`src/rtl/coef_ld_pkg.sv`:
```
package coef_ld_pkg;
   typedef enum logic [2:0] {
      PH_IDLE,
      PH_ADDR,
      PH_DATA,
      PH_FULL,
      PH_BLOCK
   } phase_t;

   function automatic int bytes_for(input int bits, input int byte_w);
      return (bits + byte_w - 1) / byte_w;
   endfunction
endpackage

```
`src/rtl/csl_rx_ctrl.sv`:
```
module csl_rx_ctrl
   import coef_ld_pkg::*;
#(
   parameter int BYTE_W = 8,
   parameter int ADDR_W = 10,
   parameter int BPC    = 3,
   parameter int DEPTH  = 8
) (
   input  logic              clk,
   input  logic              rst_n,
   input  logic              bus_start,
   input  logic              bus_stop,
   input  logic              byte_valid,
   input  logic [BYTE_W-1:0] byte_data,
   input  logic              busy,
   output logic              ack_valid,
   output logic              ack_ok,
   output logic              data_stb,
   output logic              clr,
   output logic              commit_req,
   output logic [ADDR_W-1:0] base_addr
);
   localparam int ADDR_BYTES = bytes_for(ADDR_W, BYTE_W);
   localparam int CAP        = DEPTH * BPC;
   localparam int DC_W       = $clog2(CAP + 1);
   localparam int AC_W       = $clog2(ADDR_BYTES + 1);

   phase_t            phase_q, phase_d;
   logic [ADDR_W-1:0] addr_q;
   logic [AC_W-1:0]   acnt_q;
   logic [DC_W-1:0]   dcnt_q;
   logic              take;

   always_comb begin
      phase_d  = phase_q;
      take     = 1'b0;
      data_stb = 1'b0;
      if (bus_start) begin
         phase_d = PH_ADDR;
      end else if (bus_stop) begin
         phase_d = PH_IDLE;
      end else if (byte_valid) begin
         case (phase_q)
            PH_ADDR: begin
               if (busy) begin
                  phase_d = PH_BLOCK;
               end else begin
                  take = 1'b1;
                  if (acnt_q == AC_W'(ADDR_BYTES - 1)) phase_d = PH_DATA;
               end
            end
            PH_DATA: begin
               if (busy) begin
                  phase_d = PH_BLOCK;
               end else if (dcnt_q == DC_W'(CAP)) begin
                  phase_d = PH_FULL;
               end else begin
                  take     = 1'b1;
                  data_stb = 1'b1;
               end
            end
            default: ;
         endcase
      end
   end

   assign clr        = bus_start;
   assign commit_req = (bus_start || bus_stop) &&
                       (phase_q == PH_DATA || phase_q == PH_FULL);
   assign base_addr  = addr_q;

   always_ff @(posedge clk or negedge rst_n) begin
      if (!rst_n) begin
         phase_q   <= PH_IDLE;
         addr_q    <= '0;
         acnt_q    <= '0;
         dcnt_q    <= '0;
         ack_valid <= 1'b0;
         ack_ok    <= 1'b0;
      end else begin
         phase_q   <= phase_d;
         ack_valid <= byte_valid;
         ack_ok    <= byte_valid && take;
         if (bus_start) begin
            acnt_q <= '0;
            dcnt_q <= '0;
         end else if (take) begin
            if (phase_q == PH_ADDR) begin
               addr_q <= ADDR_W'({addr_q, byte_data});
               acnt_q <= acnt_q + 1'b1;
            end else begin
               dcnt_q <= dcnt_q + 1'b1;
            end
         end
      end
   end


   no_overflow_chk: assert property (@(posedge clk) disable iff (!rst_n)
      byte_valid && !bus_start && !bus_stop && phase_q == PH_FULL |=> ack_valid && !ack_ok)
      else $error("byte after overflow was acknowledged");


   idle_nack_chk: assert property (@(posedge clk) disable iff (!rst_n)
      byte_valid && !bus_start && !bus_stop && phase_q == PH_IDLE |=> ack_valid && !ack_ok)
      else $error("byte outside a transfer was acknowledged");


   busy_nack_chk: assert property (@(posedge clk) disable iff (!rst_n)
      byte_valid && busy && !bus_start && !bus_stop |=> !ack_ok)
      else $error("byte during commit was acknowledged");
endmodule

```
`src/rtl/csl_word_pack.sv`:
```
module csl_word_pack #(
   parameter int BYTE_W = 8,
   parameter int BPC    = 3
) (
   input  logic                  clk,
   input  logic                  rst_n,
   input  logic                  clr,
   input  logic                  stb,
   input  logic [BYTE_W-1:0]     din,
   output logic                  word_valid,
   output logic [BYTE_W*BPC-1:0] word
);
   localparam int COEF_W = BYTE_W * BPC;

   generate
      if (BPC == 1) begin : g_single
         assign word_valid = stb;
         assign word       = din;
      end else begin : g_multi
         localparam int POS_W = $clog2(BPC);
         logic [POS_W-1:0]  pos_q;
         logic [COEF_W-1:0] sh_q;
         logic              last;

         assign last       = (pos_q == POS_W'(BPC - 1));
         assign word_valid = stb && last;
         assign word       = COEF_W'({sh_q, din});

         always_ff @(posedge clk or negedge rst_n) begin
            if (!rst_n) begin
               pos_q <= '0;
               sh_q  <= '0;
            end else if (clr) begin
               pos_q <= '0;
            end else if (stb) begin
               sh_q  <= COEF_W'({sh_q, din});
               pos_q <= last ? '0 : pos_q + 1'b1;
            end
         end


         pack_pos_chk: assert property (@(posedge clk) disable iff (!rst_n)
            stb && !clr && !last |=> pos_q == $past(pos_q) + 1'b1)
            else $error("byte position did not advance");
      end
   endgenerate
endmodule

```
`src/rtl/csl_hold_buf.sv`:
```
module csl_hold_buf #(
   parameter int W     = 24,
   parameter int DEPTH = 8,
   parameter int IDX_W = 3,
   parameter int CNT_W = 4
) (
   input  logic             clk,
   input  logic             rst_n,
   input  logic             clr,
   input  logic             wr,
   input  logic [W-1:0]     wdata,
   input  logic [IDX_W-1:0] rd_idx,
   output logic [W-1:0]     rd_data,
   output logic [CNT_W-1:0] fill
);
   logic [W-1:0] mem [DEPTH];

   always_ff @(posedge clk or negedge rst_n) begin
      if (!rst_n) begin
         fill <= '0;
      end else if (clr) begin
         fill <= '0;
      end else if (wr) begin
         fill <= fill + 1'b1;
      end
   end

   always_ff @(posedge clk) begin
      if (wr && !clr) mem[fill[IDX_W-1:0]] <= wdata;
   end

   assign rd_data = mem[rd_idx];


   holdbuf_room_chk: assert property (@(posedge clk) disable iff (!rst_n)
      wr |-> fill < CNT_W'(DEPTH))
      else $error("write into a full holding buffer");
endmodule

```
`src/rtl/csl_commit.sv`:
```
module csl_commit #(
   parameter int W      = 24,
   parameter int ADDR_W = 10,
   parameter int IDX_W  = 3,
   parameter int CNT_W  = 4
) (
   input  logic              clk,
   input  logic              rst_n,
   input  logic              commit_req,
   input  logic [CNT_W-1:0]  fill,
   input  logic [ADDR_W-1:0] base_in,
   output logic              busy,
   output logic [IDX_W-1:0]  rd_idx,
   input  logic [W-1:0]      rd_data,
   output logic              ram_we,
   output logic [ADDR_W-1:0] ram_addr,
   output logic [W-1:0]      ram_wdata
);
   logic              busy_q;
   logic [IDX_W-1:0]  idx_q, last_q;
   logic [ADDR_W-1:0] base_q;
   logic              launch;

   assign launch = commit_req && (fill != '0);

   always_ff @(posedge clk or negedge rst_n) begin
      if (!rst_n) begin
         busy_q <= 1'b0;
         idx_q  <= '0;
         last_q <= '0;
         base_q <= '0;
      end else if (launch) begin
         busy_q <= 1'b1;
         idx_q  <= '0;
         last_q <= IDX_W'(fill - 1'b1);
         base_q <= base_in;
      end else if (busy_q) begin
         if (idx_q == last_q) busy_q <= 1'b0;
         else                 idx_q  <= idx_q + 1'b1;
      end
   end

   assign busy      = busy_q;
   assign rd_idx    = idx_q;
   assign ram_we    = busy_q;
   assign ram_addr  = base_q + ADDR_W'(idx_q);
   assign ram_wdata = rd_data;


   no_commit_overlap_chk: assert property (@(posedge clk) disable iff (!rst_n)
      commit_req |-> !busy_q)
      else $error("commit requested while busy");


   addr_step_chk: assert property (@(posedge clk) disable iff (!rst_n)
      busy_q && (idx_q != last_q) |=> busy_q && ram_addr == ADDR_W'($past(ram_addr) + 1'b1))
      else $error("write address did not step by one");


   commit_start_chk: assert property (@(posedge clk) disable iff (!rst_n)
      launch |=> ram_we && idx_q == '0)
      else $error("commit did not start on the next clock");
endmodule

```
`src/rtl/coef_stage_loader.sv`:
```
module coef_stage_loader #(
   parameter int BYTE_W         = 8,
   parameter int BYTES_PER_COEF = 3,
   parameter int DEPTH          = 8,
   parameter int ADDR_W         = 10
) (
   input  logic                             clk,
   input  logic                             rst_n,
   input  logic                             bus_start,
   input  logic                             bus_stop,
   input  logic                             byte_valid,
   input  logic [BYTE_W-1:0]                byte_data,
   output logic                             ack_valid,
   output logic                             ack_ok,
   output logic                             busy,
   output logic                             ram_we,
   output logic [ADDR_W-1:0]                ram_addr,
   output logic [BYTE_W*BYTES_PER_COEF-1:0] ram_wdata
);
   localparam int COEF_W = BYTE_W * BYTES_PER_COEF;
   localparam int IDX_W  = (DEPTH > 1) ? $clog2(DEPTH) : 1;
   localparam int CNT_W  = $clog2(DEPTH + 1);

   initial begin
      assert (BYTE_W >= 1) else $error("BYTE_W must be at least 1");
      assert (BYTES_PER_COEF >= 1) else $error("BYTES_PER_COEF must be at least 1");
      assert (DEPTH >= 1) else $error("DEPTH must be at least 1");
      assert (ADDR_W >= IDX_W) else $error("ADDR_W too narrow for DEPTH");
   end

   logic              data_stb, clr, commit_req;
   logic [ADDR_W-1:0] base_addr;
   logic              word_valid;
   logic [COEF_W-1:0] word, rd_data;
   logic [IDX_W-1:0]  rd_idx;
   logic [CNT_W-1:0]  fill;

   csl_rx_ctrl #(
      .BYTE_W(BYTE_W), .ADDR_W(ADDR_W), .BPC(BYTES_PER_COEF), .DEPTH(DEPTH)
   ) u_ctrl (
      .clk(clk), .rst_n(rst_n), .bus_start(bus_start), .bus_stop(bus_stop),
      .byte_valid(byte_valid), .byte_data(byte_data), .busy(busy),
      .ack_valid(ack_valid), .ack_ok(ack_ok), .data_stb(data_stb), .clr(clr),
      .commit_req(commit_req), .base_addr(base_addr)
   );

   csl_word_pack #(.BYTE_W(BYTE_W), .BPC(BYTES_PER_COEF)) u_pack (
      .clk(clk), .rst_n(rst_n), .clr(clr), .stb(data_stb), .din(byte_data),
      .word_valid(word_valid), .word(word)
   );

   csl_hold_buf #(.W(COEF_W), .DEPTH(DEPTH), .IDX_W(IDX_W), .CNT_W(CNT_W)) u_buf (
      .clk(clk), .rst_n(rst_n), .clr(clr), .wr(word_valid), .wdata(word),
      .rd_idx(rd_idx), .rd_data(rd_data), .fill(fill)
   );

   csl_commit #(.W(COEF_W), .ADDR_W(ADDR_W), .IDX_W(IDX_W), .CNT_W(CNT_W)) u_commit (
      .clk(clk), .rst_n(rst_n), .commit_req(commit_req), .fill(fill),
      .base_in(base_addr), .busy(busy), .rd_idx(rd_idx), .rd_data(rd_data),
      .ram_we(ram_we), .ram_addr(ram_addr), .ram_wdata(ram_wdata)
   );


   no_write_open_chk: assert property (@(posedge clk) disable iff (!rst_n)
      byte_valid && !busy |=> !ram_we)
      else $error("RAM written during an open transfer");
endmodule

```
`config.mk`:
```
export PLATFORM = sky130hd
export DESIGN_NAME = coef_stage_loader
export DESIGN_NICKNAME = d
export VERILOG_FILES = /design/src/rtl/coef_ld_pkg.sv /design/src/rtl/csl_rx_ctrl.sv /design/src/rtl/csl_word_pack.sv /design/src/rtl/csl_hold_buf.sv /design/src/rtl/csl_commit.sv /design/src/rtl/coef_stage_loader.sv
export SDC_FILE = /design/constraint.sdc
export NUM_CORES = 1
export LEC_CHECK = 0
export ABC_AREA = 1
export BUFFER_PORTS_ARGS = -buffer_cell sky130_fd_sc_hd__buf_2
export CORE_MARGIN = 4
export CORE_UTILIZATION = 60
export DETAILED_ROUTE_END_ITERATION = 12
export PLACE_DENSITY = 0.78
export SLEW_MARGIN = 0
export SYNTH_ARGS = -nofsm -noshare
export SYNTH_HDL_FRONTEND = slang
export SYNTH_SLANG_ARGS = --single-unit
```
`constraint.sdc`:
```
create_clock -name clk -period 6 [get_ports clk]
set_input_delay 0.9 -clock clk [delete_from_list [all_inputs] [get_ports clk]]
set_output_delay 0.9 -clock clk [all_outputs]
set_load 0.05 [all_outputs]
```
==> results.tsv <==
metric	value	unit
outcome	completed	
max_freq	252.3	MHz
crit_path_cell_trace	buf_4, o21ai_0, o22ai_1, nand2_1, nand2_1, buf_2	
whs_path_depth	2	
grt_use_total	21.71	%
power.static_leakage	4.576	nW
crit_top_cell	nand2_1	
syn2layout_area_growth	11.61	%
diodes	0	
ys_seq_area_share	69.19	%
cp.depth	6	
antenna_found_initial	0	
cts-root-buf	clkbuf_16	
rsz0062_at_grt	no	
routedWlPerCell	18.31	um
crit_path_max_incr_delay	0.77	ns
wl	21310	um
ctsHoldBuffers	0	
async_reset_ff_share	24.11	%
crit_fanout	66	
fin_crit_sh	66.05	%
core_area	17240	um^2
synthCells	874	
finalInstanceArea	11760	um^2
nets	943	
min_period	3.963	ns
fp.dieH	140.5	um
numPortBuffers	50	
setup_viol	0	
yosys.area.top_type_share	54.71	%
floorplan.io_pins	51	
clock_skew	0.01893	ns
vias_per_cell	5.710	
netlist_area	10540	um^2
crit_path_end_kind	output pin	
synth_cell_type_count	32	
dpl_cell_area	10970	um^2
grt_remaining_overflow	0	
post_cts_resize_count	0	
grt_pass1_vias	6622	
worstMarginPinSlew	1.226	ns
first_pass_iters	5	
tns	0	ns
reg2regPathDepth	10	
regArea	7297	um^2
grt_pass1_wl	34190	um
postCtsSetupBuffers	0	
clock_sinks	253	
worst_ep_arrival_time	3.06	ns
syn-num-nets	897	
crit_slowest_cell	buf_4	
htree_levels	1	
path_buf_inv	2	
cts_tree	built	
gp_congestion	0.8247	
hpwl	11930	um
maxSlewHeadroom	18.24	%
setup.worst_path.start_class	register	
synth-seq-cells	253	
yosys_warnings	0	
required	5.10	ns
synth.most_common_cell	edfxtp_1	
clk-insertion-delay-late	0.53	ns
synth_edf_count	192	
via_count	6646	
drc	0	
yosysTopAreaCell	edfxtp_1	
synthTopCellsByArea	edfxtp_1 (55%), dfrtp_1 (14%), nand2_1 (6.3%)	
synth_ff_type	edfxtp_1	
syn_area_per_cell	12.06	um^2
clk_path_buf_depth	3	
synthTopCellsByCount	edfxtp_1 (192), nand2_1 (178), o21ai_0 (74)	
powerDensity	325.6	nW/um^2
slew_viol_final	0	
die_x	140.5	um
drt_iter0_drc	640	
cts_buffers	25	
criticalPathCategory	register to output pin	
multiInputGateArea	2806	um^2
num_rows	48	
critical_path.top_delay_family	buffers and inverters	
dieArea	19750	um^2
maxCapViolCount	0	
path_clk_slew	0.06	ns
hold_viol_final	0	
antenna_left	0	
worstHoldPathType	register to register	
nFillCells	1198	
drive_gt1_share	12.78	%
initial_core_util	61.14	%
grt_max_degree	67	
max-vdd-ir-drop	291.8	uV
-- layer usage --
metal  vias up  GRT usage [%]  part of all wire, %
li1       3142              -                    -
met1      3252          28.85                   42
met2       205          37.68                   50
met3        47          3.312                  5.7
met4         0          5.864                  2.7
met5         -              0                    0
-- stage by stage --
step / std cells / power (mW) / utilization, % / hold WS [ns] / worst slack [ns]
6_report: 1164 / 3.829 / 68.24 / 0.4827 / 2.037
3_5_place_dp: 1118 / 2.332 / 63.62 / 0.4682 / 2.675
2_1_floorplan: 874 / 2.245 / - / 0.4419 / 2.892
4_1_cts: 1164 / 3.838 / 68.24 / 0.4811 / 2.084
3_3_place_gp: 1118 / 2.319 / 63.62 / 0.4583 / 2.697
5_1_grt: 1164 / 3.949 / 68.24 / 0.4870 / 1.862
-- worst reg2reg max path, cell delays in order (launching register included) --
cell and delay [ns]:
dfrtp_1 0.38, inv_1 0.08, ha_1 0.20, nand2_1 0.09, nor2_2 0.06, inv_2 0.07, nand3_4 0.12, nor2_4 0.44
nand3_2 0.26, nor2_2 0.14, buf_4 0.41
-- sequential cells by signal, indices dropped and copies added, names as in the netlist, 2 cells and up --
register / flops
u_ctrl.base_addr: 10
u_commit.last_q: 3
u_pack.g_multi.sh_q: 16
u_commit.rd_idx: 3
u_pack.g_multi.pos_q: 2
u_ctrl.phase_q: 3
u_ctrl.acnt_q: 2
u_buf.mem: 192
u_commit.base_q: 10
u_buf.fill: 4
u_ctrl.dcnt_q: 5
-- cells by family (layout without fill, tap and decap cells) --
logic type	Yosys count	after routing	synth area share (%)
and+or+nand+nor	305	305	12.16
DFF	253	253	69.19
AOI/OAI and AO/OA	136	136	7.135
buffers and inverters	106	171	4.369
muxes	48	48	4.559
xor gates and xnor gates	16	16	1.330
adders and majority gates	10	10	1.258
-- layout make-up --
class	instances	area share, %
repair buffers	63	2.957
clock inverters	8	0.8722
clock buffers	38	5.904
inverters	62	1.979
well taps	225	2.393
multi-input cells	515	23.86
flip-flops and latches	253	62.04
-- power by group --
| part | leakage (nW) | internal (mW) | switching (mW) | total [mW] |
|---|---|---|---|---|
| clock | 0.388 | 0.889 | 0.636 | 1.52 |
| combinational | 1.67 | 0.0467 | 0.109 | 0.155 |
| sequential | 2.52 | 2.04 | 0.108 | 2.15 |
| total | 4.58 | 2.98 | 0.853 | 3.83 |
-- cell usage in the layout, fill, tap and decap left out, types with 3 or more instances in the layout --
| cell | Yosys | final |
|---|---|---|
| a21oi_1 | 5 | 5 |
| buf_2 | 14 | 50 |
| buf_4 | 8 | 13 |
| clkbuf_1 | 15 | 11 |
| clkbuf_16 | 0 | 25 |
| clkinv_2 | 0 | 3 |
| dfrtp_1 | 61 | 59 |
| edfxtp_1 | 192 | 192 |
| ha_1 | 9 | 9 |
| inv_1 | 58 | 58 |
| inv_2 | 4 | 4 |
| mux2i_1 | 48 | 48 |
| nand2_1 | 178 | 178 |
| nand3_1 | 35 | 35 |
| nand3_2 | 4 | 4 |
| nand3b_1 | 3 | 3 |
| nand4_1 | 7 | 7 |
| nor2_1 | 70 | 62 |
| nor2_2 | 1 | 9 |
| o21ai_0 | 74 | 74 |
| o21ai_1 | 7 | 7 |
| o22ai_1 | 48 | 48 |
| xnor2_1 | 6 | 6 |
| xor2_1 | 10 | 10 |
-- path summary, 6_finish.rpt --
kind | from | end | slack (ns)
worst min-delay path | u_ctrl.acnt_q[1]$_DFFE_PN0P_ | u_ctrl.acnt_q[1]$_DFFE_PN0P_ | 0.48
worst max-delay path | u_commit.rd_idx[0]$_DFFE_PN0P_ | ram_wdata[0] | 2.04
min in group asynchronous | rst_n | u_commit.base_q[8]$_DFFE_PN0P_ | 0.54
max in group asynchronous | rst_n | u_commit.rd_idx[0]$_DFFE_PN0P_ | 4.91
worst min register to register | u_ctrl.acnt_q[1]$_DFFE_PN0P_ | u_ctrl.acnt_q[1]$_DFFE_PN0P_ | 0.48
worst max register to register | u_ctrl.dcnt_q[0]$_DFFE_PN0P_ | u_buf.mem[0][3]$_DFFE_PP_ | 3.38
Power figures use the tool's default switching activity.
